<file path="config.mk">
export PLATFORM = sky130hd
export DESIGN_NAME = spi_ctrl_regs
export DESIGN_NICKNAME = d
export VERILOG_FILES = /design/src/rtl/spi_ctrl_regs.sv
export SDC_FILE = /design/constraint.sdc
export NUM_CORES = 1
export LEC_CHECK = 0
export CAP_MARGIN = 40
export CORE_ASPECT_RATIO = 0.8
export CORE_MARGIN = 3
export CORE_UTILIZATION = 51
export CTS_CLUSTER_DIAMETER = 60
export DETAILED_ROUTE_END_ITERATION = 8
export GPL_TIMING_DRIVEN = 1
export PLACE_DENSITY = 0.67
export SETUP_SLACK_MARGIN = 0.05
export SYNTH_ARGS = -nofsm -noshare
export SYNTH_HDL_FRONTEND = slang
export SYNTH_SLANG_ARGS = --single-unit
</file>
<file path="constraint.sdc">
create_clock -name clk -period 2.6 [get_ports clk]
set_input_delay 0.26 -clock clk [delete_from_list [all_inputs] [get_ports clk]]
set_output_delay 0.26 -clock clk [all_outputs]
set_load 0.05 [all_outputs]
</file>
<file path="src/rtl/spi_ctrl_regs.sv">
module spi_ctrl_regs #(
  parameter logic [31:0] BUILD_ID = 32'h0000_0000,
  parameter int          ADDR_W   = 15,
  parameter int          DATA_W   = 32,
  parameter int          NUM_DB   = 2
) (
  input  logic              clk,
  input  logic              rst_n,
  input  logic              spi_sclk,
  input  logic              spi_cs_n,
  input  logic              spi_mosi,
  output logic              spi_miso,
  input  logic              clk_run_i,
  input  logic              partner_i,
  output logic              pll_ref_en_o,
  output logic [NUM_DB-1:0] db_clk_en_o,
  output logic [NUM_DB-1:0] db_rst_o,
  output logic              dev_ready_o
);
  localparam int HDR_W   = 1 + ADDR_W;
  localparam int FRAME_W = HDR_W + DATA_W;
  localparam int CNT_W   = $clog2(FRAME_W + 1);

  localparam logic [ADDR_W-1:0] A_ID     = ADDR_W'(8'h00);
  localparam logic [ADDR_W-1:0] A_REV    = ADDR_W'(8'h04);
  localparam logic [ADDR_W-1:0] A_OLDREV = ADDR_W'(8'h08);
  localparam logic [ADDR_W-1:0] A_BUILD  = ADDR_W'(8'h10);
  localparam logic [ADDR_W-1:0] A_CTRL   = ADDR_W'(8'h20);
  localparam logic [ADDR_W-1:0] A_SN_LO  = ADDR_W'(8'h34);
  localparam logic [ADDR_W-1:0] A_SN_HI  = ADDR_W'(8'h38);
  localparam logic [ADDR_W-1:0] A_LINK   = ADDR_W'(8'h3C);

  localparam logic [DATA_W-1:0] ID_WORD  = DATA_W'(32'h0A52_2D27);
  localparam logic [DATA_W-1:0] REV_WORD = DATA_W'(32'h2012_2114);

  logic [2:0] sclk_q, cs_q;
  logic [1:0] mosi_q;

  always_ff @(posedge clk or negedge rst_n)
    if (!rst_n) begin
      sclk_q <= '0;
      cs_q   <= '1;
      mosi_q <= '0;
    end else begin
      sclk_q <= {sclk_q[1:0], spi_sclk};
      cs_q   <= {cs_q[1:0], spi_cs_n};
      mosi_q <= {mosi_q[0], spi_mosi};
    end

  wire sck_rise = sclk_q[1] & ~sclk_q[2];
  wire sck_fall = ~sclk_q[1] & sclk_q[2];
  wire sel      = ~cs_q[1];

  logic [CNT_W-1:0]   bit_cnt;
  logic [FRAME_W-2:0] rx;
  logic [DATA_W-1:0]  tx;

  wire [FRAME_W-1:0] frame   = {rx, mosi_q[1]};
  wire               wr_fire = sel & sck_rise & (bit_cnt == CNT_W'(FRAME_W - 1)) & frame[FRAME_W-1];
  wire [ADDR_W-1:0]  wr_addr = frame[FRAME_W-2 -: ADDR_W];
  wire [DATA_W-1:0]  wr_data = frame[DATA_W-1:0];
  wire [ADDR_W-1:0]  rd_addr = rx[ADDR_W-1:0];
  wire               rd_req  = ~rx[HDR_W-1];

  always_ff @(posedge clk or negedge rst_n)
    if (!rst_n) begin
      bit_cnt <= '0;
      rx      <= '0;
    end else if (!sel) begin
      bit_cnt <= '0;
    end else if (sck_rise && bit_cnt < CNT_W'(FRAME_W)) begin
      bit_cnt <= bit_cnt + 1'b1;
      rx      <= frame[FRAME_W-2:0];
    end

  logic [DATA_W-1:0] sn_lo, sn_hi;
  logic [DATA_W-1:0] rd_data;

  always_comb begin
    rd_data = '0;
    case (rd_addr)
      A_ID:     rd_data = ID_WORD;
      A_REV:    rd_data = REV_WORD;
      A_OLDREV: rd_data = REV_WORD;
      A_BUILD:  rd_data = BUILD_ID;
      A_CTRL: begin
        rd_data[0]   = pll_ref_en_o;
        rd_data[2]   = clk_run_i;
        rd_data[5:4] = db_clk_en_o[1:0];
        rd_data[7:6] = db_rst_o[1:0];
      end
      A_SN_LO:  rd_data = sn_lo;
      A_SN_HI:  rd_data = sn_hi;
      A_LINK:   rd_data[0] = partner_i;
      default:  rd_data = '0;
    endcase
  end

  always_ff @(posedge clk or negedge rst_n)
    if (!rst_n)
      tx <= '0;
    else if (!sel)
      tx <= '0;
    else if (sck_fall) begin
      if (bit_cnt == CNT_W'(HDR_W))
        tx <= rd_req ? rd_data : '0;
      else if (bit_cnt > CNT_W'(HDR_W))
        tx <= {tx[DATA_W-2:0], 1'b0};
    end

  assign spi_miso = sel & tx[DATA_W-1];

  function automatic logic pair_next(logic cur, logic on, logic off);
    return (on ^ off) ? on : cur;
  endfunction

  wire ctrl_wr = wr_fire & (wr_addr == A_CTRL);

  always_ff @(posedge clk or negedge rst_n)
    if (!rst_n) begin
      pll_ref_en_o <= 1'b0;
      db_clk_en_o  <= '0;
      db_rst_o     <= '1;
      dev_ready_o  <= 1'b0;
      sn_lo        <= '0;
      sn_hi        <= '0;
    end else if (wr_fire) begin
      if (ctrl_wr) begin
        pll_ref_en_o <= pair_next(pll_ref_en_o, wr_data[10], wr_data[14]);
        for (int i = 0; i < NUM_DB; i++) begin
          db_clk_en_o[i] <= pair_next(db_clk_en_o[i], wr_data[8+i], wr_data[12+i]);
          db_rst_o[i]    <= pair_next(db_rst_o[i], wr_data[20+i], wr_data[16+i]);
        end
      end
      if (wr_addr == A_SN_LO) sn_lo <= wr_data;
      if (wr_addr == A_SN_HI) sn_hi <= wr_data;
      if (wr_addr == A_LINK)  dev_ready_o <= wr_data[0];
    end

  p_cnt_bound_r1: assert property (@(posedge clk) disable iff (!rst_n)
    bit_cnt <= CNT_W'(FRAME_W));

  p_pll_on_r5: assert property (@(posedge clk) disable iff (!rst_n)
    ctrl_wr && wr_data[10] && !wr_data[14] |=> pll_ref_en_o);

  p_pll_off_r5: assert property (@(posedge clk) disable iff (!rst_n)
    ctrl_wr && !wr_data[10] && wr_data[14] |=> !pll_ref_en_o);

  p_db0_rst_r7: assert property (@(posedge clk) disable iff (!rst_n)
    ctrl_wr && wr_data[20] && !wr_data[16] |=> db_rst_o[0]);

  p_pair_hold_r8: assert property (@(posedge clk) disable iff (!rst_n)
    ctrl_wr && (wr_data[10] == wr_data[14]) |=> $stable(pll_ref_en_o));

  p_quiet_r13: assert property (@(posedge clk) disable iff (!rst_n)
    !wr_fire |=> $stable({pll_ref_en_o, db_clk_en_o, db_rst_o, dev_ready_o, sn_lo, sn_hi}));

  p_miso_idle_r2: assert property (@(posedge clk) disable iff (!rst_n)
    sel && bit_cnt < CNT_W'(HDR_W) && !(sck_fall && bit_cnt == CNT_W'(HDR_W)) |-> !spi_miso);
endmodule

</file>
==> run summary, run 1 <==
GPL Wtd Cong - 0.8044
H-tree levels - 4
Worst endpoint required time - 2.93 ns
Core area - 0.01296 mm²
Via density - 5.857
Clk network pwr share - 43.6%
DIE AREA - 0.01481 mm²
Max clock buf depth - 2
Pleak - 3.544 nW
Synth area leader - dfrtp_1
Data arrival, critical path - 2.57 ns
Drt pass-1 iters - 4
Worst-path clk slew - 0.07 ns
Post-CTS Resized - 0
Synth area leaders - dfrtp_1 58%, mux2_2 15%, a22oi_1 5.3%, o21ai_0 3.7%, nand2_1 1.9%
Clock Sinks - 162
Most instantiated cells after synthesis - 158 x dfrtp_1, 88 x mux2_2, 51 x o21ai_0
CP Capture Type - flip-flop
Internal power - 0.004340 W
Vias - 4340
Largest net degree at the start of global routing - 73
Num ports - 14
Worst Slack Setup Final - 0.3570 ns
Tot GR Track Use - 20.71%
Final nets - 562
Yosys warnings - 0
Synth unique cells - 45
PD cells - 752.4 mW/mm²
Max_slew headroom - 55.31%
Switching Share - 25.89%
Overflow after GRT - 0
Startpoint types - flip-flop
Cells along the critical path - nor4_1 > and3_1 > and2_1 > buf_4 > a22oi_1 > o21ai_0
Combinational share of power - 10.4%
Wirelength per Cell - 19.24 µm
Ant diodes - 0
Status - completed
Layout cells sized above 1 - 25.44%
Fillers - 1011
Final setup fails - 0
Fin. Hold Viols - 0
EDFF count, synth - 0
Post-synthesis sequential area ratio - 59.50%
Actual slew at the worst max-slew pin - 0.6610 ns
First-pass GRT wire length - 23590 µm
IO buf count - 13
Fmax - 0.4458 GHz
Root Buffer - clkbuf_16
Tcrit/Tclk final - 86.27%
Initial antenna violation count - 0
Max Cap Viol - 0
Chip Height - 109.4 µm
Drt initial violations - 354
Slowest CP cell - nor4_1
Detail Route Antenna Nets - 0
Setup tns final - 0 ns
Num CTS Buffers - 17
Die span in x - 135.3 µm
CTS tree - built
Net Switching - 0.001516 W
Syn Area/Cell - 12.56 µm²
Total Wirelength - 14260 µm
Clock Skews - 0.01245 ns
Initial Util - 52.63%
Cell with the most instances after synthesis - dfrtp_1
Vias in the first global route - 4399
Clock insertion delay at the later pin of the skew report - 0.42 ns
Mapped Cells - 543
Detailed placer's ending HPWL - 9050 µm
Top FF cell, synth - dfrtp_1
Final Critical Period - 2.243 ns
Critical path peak fanout - 13
Max rail drop VDD - 0.5299 mV
Max Slew Vio Count - 0
DRC viols - 0
Post-synthesis register bit count - 162
Mapped Nets - 552
Unrepaired setup endpoints after global routing - no
Layout area overhead - 14.09%
Highest cell delay on the worst timing path - 0.47 ns
Hold Crit Class - primary input to flip-flop
Row cnt - 37
Part of the power in registers - 45.9%
Fin util - 60.04%
Ys async rst share - 100.0%
Synth Cell Area - 0.006822 mm²
Pre-CTS setup slack - 0.3646 ns
Kind of critical path - flip-flop to flip-flop
Synth top area share - 57.96%
## layout make-up
cell class / count / area (µm²) / share of cell area (%)
Sequential cell: 162 / 4059 / 52.15
Multi-Input combinational cell: 337 / 2566 / 32.97
Clock buffer: 18 / 429.2 / 5.514
Timing Repair Buffer: 27 / 301.5 / 3.875
Tap cell: 175 / 219.0 / 2.814
Clock inverter: 14 / 177.7 / 2.283
Inverter: 8 / 30.03 / 0.3859
## worst paths after layout
| check | slack, ns | start | end | cells past startpoint |
|---|---|---|---|---|
| min in group asynchronous | 0.43 | rst_n | sn_hi[28]$_DFFE_PN0P_ | 2 |
| worst max register to register | 0.36 | rx[8]$_DFFE_PN0P_ | tx[18]$_DFFE_PN0P_ | 6 |
| worst min-delay path | 0.25 | spi_cs_n | cs_q[0]$_DFF_PN1_ | 1 |
| worst min register to register | 0.35 | sclk_q[0]$_DFF_PN0_ | sclk_q[1]$_DFF_PN0_ | 0 |
| max in group asynchronous | 1.39 | rst_n | db_rst_o[0]$_DFFE_PN1P_ | 3 |
| worst max-delay path | 0.36 | rx[8]$_DFFE_PN0P_ | tx[18]$_DFFE_PN0P_ | 6 |
## state kept, by name (all words and copies together), names as in the netlist, 2 cells and up
signal       flops
bit_cnt          6
cs_q             2
db_clk_en_o      2
db_rst_o         2
mosi_q           2
rx              47
sclk_q           3
sn_hi           32
sn_lo           32
tx              32
## critical path, delay by kind of cell, from the launching register on
kind | cells | cell delay, ns
AND/OR/NAND/NOR | 3 | 1.12
flip-flops | 1 | 0.45
buffers and inverters | 1 | 0.29
AO/OA/AOI/OAI | 2 | 0.28
## metal layers
metal | global-route usage (%) | routed length, µm | part of all wire, %
met3 | 3.888 | 472 | 3.3
met5 | 0 | 0 | 0
met1 | 31.24 | 7230 | 51
met2 | 30.50 | 6334 | 44
met4 | 6.691 | 218 | 1.5
## cell usage in the layout (no fill, tap or decap), drive strengths merged, types with 2 or more instances in the layout
cell	synthesis	final
dfrtp	158	158
mux2	95	95
o21ai	59	59
a22oi	48	48
nand2	35	35
clkbuf	15	18
a21oi	15	15
buf	21	14
clkdlybuf4s50	0	12
inv	8	12
a221oi	11	11
nor2	11	11
and3	6	6
nor2b	6	6
nor4	5	5
o211ai	5	5
nand3	4	4
clkinvlp	0	4
dfstp	4	4
nand2b	3	3
nor3	3	3
and2	3	3
bufinv	0	3
clkinv	0	3
nor4b	2	2
and4	2	2
nand4	2	2
xor2	2	2
and4b	2	2
ha	2	2
nor3b	2	2
or3	2	2
## logic make-up after synthesis
kind of cell | Yosys count | synth area share, %
xor gates and xnor gates | 3 | 0.3853
muxes | 96 | 15.83
adders and majority gates | 2 | 0.3668
and+or+nand+nor | 92 | 7.520
buffers and inverters | 44 | 3.081
AOI/OAI and AO/OA | 144 | 13.32
DFF | 162 | 59.50
## per-stage QoR
step                hold WS, ns  power (W)  area (µm²)  instances
finish                   0.2471   0.005856        7782        741
detailed placement       0.3257   0.003322        7166        708
global route             0.2593   0.006080        7782        741
CTS                      0.2339   0.005897        7782        741
floorplan              -0.03559   0.003089        6822        543
global placement         0.3181   0.003305        7166        708
## power groups by stage
stage | Clock, W | Combinational, W | Sequential (W)
final | 0.00256 | 0.000609 | 0.00269
after global routing | 0.00270 | 0.000680 | 0.00270
after CTS | 0.00261 | 0.000605 | 0.00269
after detailed placement | 0 | 0.000592 | 0.00273
after global placement | 0 | 0.000583 | 0.00272
after floorplan | 0 | 0.000403 | 0.00269
## timing repair
item                      4_1_cts  5_1_grt
hold endpoints to repair       68        0
setup buffers                   0        0
hold buffers                    1        0
(Power assumes the default switching activity.)
==> run 2: changes to the inputs <==
--- a/config.mk
+++ b/config.mk
@@ -7,7 +7,7 @@
 export LEC_CHECK = 0
 export CAP_MARGIN = 40
 export CORE_ASPECT_RATIO = 0.8
-export CORE_MARGIN = 3
+export CORE_MARGIN = 2
 export CORE_UTILIZATION = 51
 export CTS_CLUSTER_DIAMETER = 60
 export DETAILED_ROUTE_END_ITERATION = 8
@@ -17,3 +17,4 @@
 export SYNTH_ARGS = -nofsm -noshare
 export SYNTH_HDL_FRONTEND = slang
 export SYNTH_SLANG_ARGS = --single-unit
+export TNS_END_PERCENT = 5
==> run 2 against run 1 <==
Compared with the run above: sequential cell count did not move; cell area up 0.13%; utilization is 0.077 points higher; critical path depth stayed put; total power is 0.28% higher; routed wire length increased by 2.0%; clock power is essentially flat; final cell count rose by 0.27%; sequential power hardly changed; largest power group unchanged.
==> run summary, run 2 (synthesis results as in run 1) <==
PD cells - 753.5 mW/mm² (+0.15%)
Most frequent cells in the layout - 158 x dfrtp_1, 88 x mux2_2, 51 x o21ai_0
Final nets - 564 (+0.36%)
Met3 wire len - 777 µm (+65%)
Tot GR Track Use - 21.88% (+1.2 points)
Tcrit/Tclk final - 86.25% (about the same)
Overflow after GRT - 0 (unchanged)
Fin. Hold Viols - 0 (unchanged)
WP depth - 6 (unchanged)
H-tree levels - 4 (unchanged)
Unrepaired setup endpoints after global routing - no
CP Capture Type - flip-flop
Setup tns final - 0 ns (unchanged)
WL met1 - 7135 µm (-1.3%)
Kind of critical path - flip-flop to flip-flop
Die span in x - 133.3 µm (-1.5%)
IO buf count - 13 (unchanged)
Drt initial violations - 311 (-12%)
Status - completed
Slowest CP cell - nor4_1
Root Buffer - clkbuf_16
Worst Hold Slack - 0.2516 ns (+0.004430 ns)
Critical path peak fanout - 11 (-2)
Wirelength per Cell - 19.57 µm (+1.7%)
Post-CTS Resized - 0 (unchanged)
Detailed placer's ending HPWL - 9146 µm (+1.1%)
DIE AREA - 0.01432 mm² (-3.3%)
Fin cells - 743 (+0.27%)
Hold Crit Class - primary input to flip-flop
# hold bufs at CTS - 1 (unchanged)
Largest Register - rx
Detail Route Antenna Nets - 0 (unchanged)
Data arrival, critical path - 2.57 ns (about the same)
Met2 wire length - 6418 µm (+1.3%)
Reg2reg setup slack - 0.36 ns (about the same)
Max clock buf depth - 2 (unchanged)
Initial Util - 52.63% (unchanged)
Row cnt - 37 (unchanged)
Ant diodes - 0 (unchanged)
Largest net degree at the start of global routing - 62 (-15%)
Chip Height - 107.4 µm (-1.8%)
Actual slew at the worst max-slew pin - 0.6575 ns (-0.003452 ns)
Num CTS Buffers - 17 (unchanged)
Via density - 5.996 (+2.4%)
Highest cell delay on the worst timing path - 0.46 ns (about the same)
DP Cell Count - 710 (+0.28%)
Worst-path clk slew - 0.06 ns (about the same)
Uppermost routed layer - met4
Max Cap Viol - 0 (unchanged)
DRC viols - 0 (unchanged)
Max_slew headroom - 55.55% (+0.23 points)
Fmax - 0.4459 GHz (about the same)
Clock Sinks - 162 (unchanged)
Cell count of the worst hold path - 1 (unchanged)
Vias in the first global route - 4475 (+1.7%)
Layout cells sized above 1 - 25.53% (+0.086 points)
Layout area overhead - 14.23%
Post-layout power - 0.005872 W (+0.28%)
Worst endpoint required time - 2.93 ns (about the same)
Commonest non-fill, non-tap cell in the layout - dfrtp_1
Final Critical Period - 2.242 ns (-0.0005120 ns)
Vias - 4455 (+2.6%)
Clock insertion delay at the later pin of the skew report - 0.43 ns (about the same)
Pleak - 3.548 nW (+0.11%)
Max rail drop VDD - 0.5736 mV (+8.2%)
Clock Skews - 0.008068 ns (-0.004377 ns)
CTS tree - built
Startpoint types - flip-flop
Max FFs per register - 47 (unchanged)
Max Slew Vio Count - 0 (unchanged)
Reg2reg path depth - 6 (unchanged)
GPL Wtd Cong - 0.8228 (+2.3%)
Core area - 0.01296 mm² (unchanged)
CP bufs+invs - 1 (unchanged)
Initial antenna violation count - 0 (unchanged)
CP delay by family, top - simple AND/OR/NAND/NOR gates
Drt pass-1 iters - 6 (+2)
Num ports - 14 (unchanged)
Cells along the critical path - nor4_1 > and3_1 > and2_1 > buf_4 > a22oi_1 > o21ai_0
Fin util - 60.12% (+0.077 points)
Total Wirelength - 14540 µm (+2.0%)
First-pass GRT wire length - 23870 µm (+1.2%)
Post-CTS Setup Bufs - 0 (unchanged)
Final setup fails - 0 (unchanged)
==> run 2: cell count changes in the layout (fill, tap and decap cells not counted) <==
cell / delta
buf_4: +3
inv_6: -3
clkbuf_8: +2
buf_12: -1
clkbuf_1: +1
clkinv_2: -1
clkinvlp_4: +1
==> run 2: through the flow <==
step	instance area [µm²]	worst slack, ns
2_1_floorplan	6822	0.7857
3_3_place_gp	7168	0.4856
3_5_place_dp	7168	0.3857
4_1_cts	7792	0.3570
5_1_grt	7792	0.1815
6_report	7792	0.3576
==> run 2: area by class of cell <==
type,instances,area (µm²)
multi-input cells,337,2566
fillers,1029,5170
well taps,175,219.0
clock inverters,11,153.9
inverters,8,30.03
clock buffers,21,460.4
repair buffers,29,304.0
flip-flops and latches,162,4059
==> run 2: path summary, 6_finish.rpt <==
kind / from / endpoint
worst min-delay path: spi_cs_n / cs_q[0]$_DFF_PN1_
worst max register to register: rx[8]$_DFFE_PN0P_ / tx[21]$_DFFE_PN0P_
worst max-delay path: rx[8]$_DFFE_PN0P_ / tx[21]$_DFFE_PN0P_
worst min register to register: sclk_q[0]$_DFF_PN0_ / sclk_q[1]$_DFF_PN0_
max in group asynchronous: rst_n / db_rst_o[0]$_DFFE_PN1P_
min in group asynchronous: rst_n / sn_hi[28]$_DFFE_PN0P_
==> run 2: power by group <==
group	switching, W	internal, W
registers	0.000111	0.00259
clock network	0.00101	0.00157
logic	0.000369	0.000230
total	0.00149	0.00438
==> run 2: layer usage <==
metal	track usage (%)	vias up
met5	0	-
met4	7.751	0
met3	5.414	16
met2	32.00	110
met1	31.99	2307
li1	-	2022
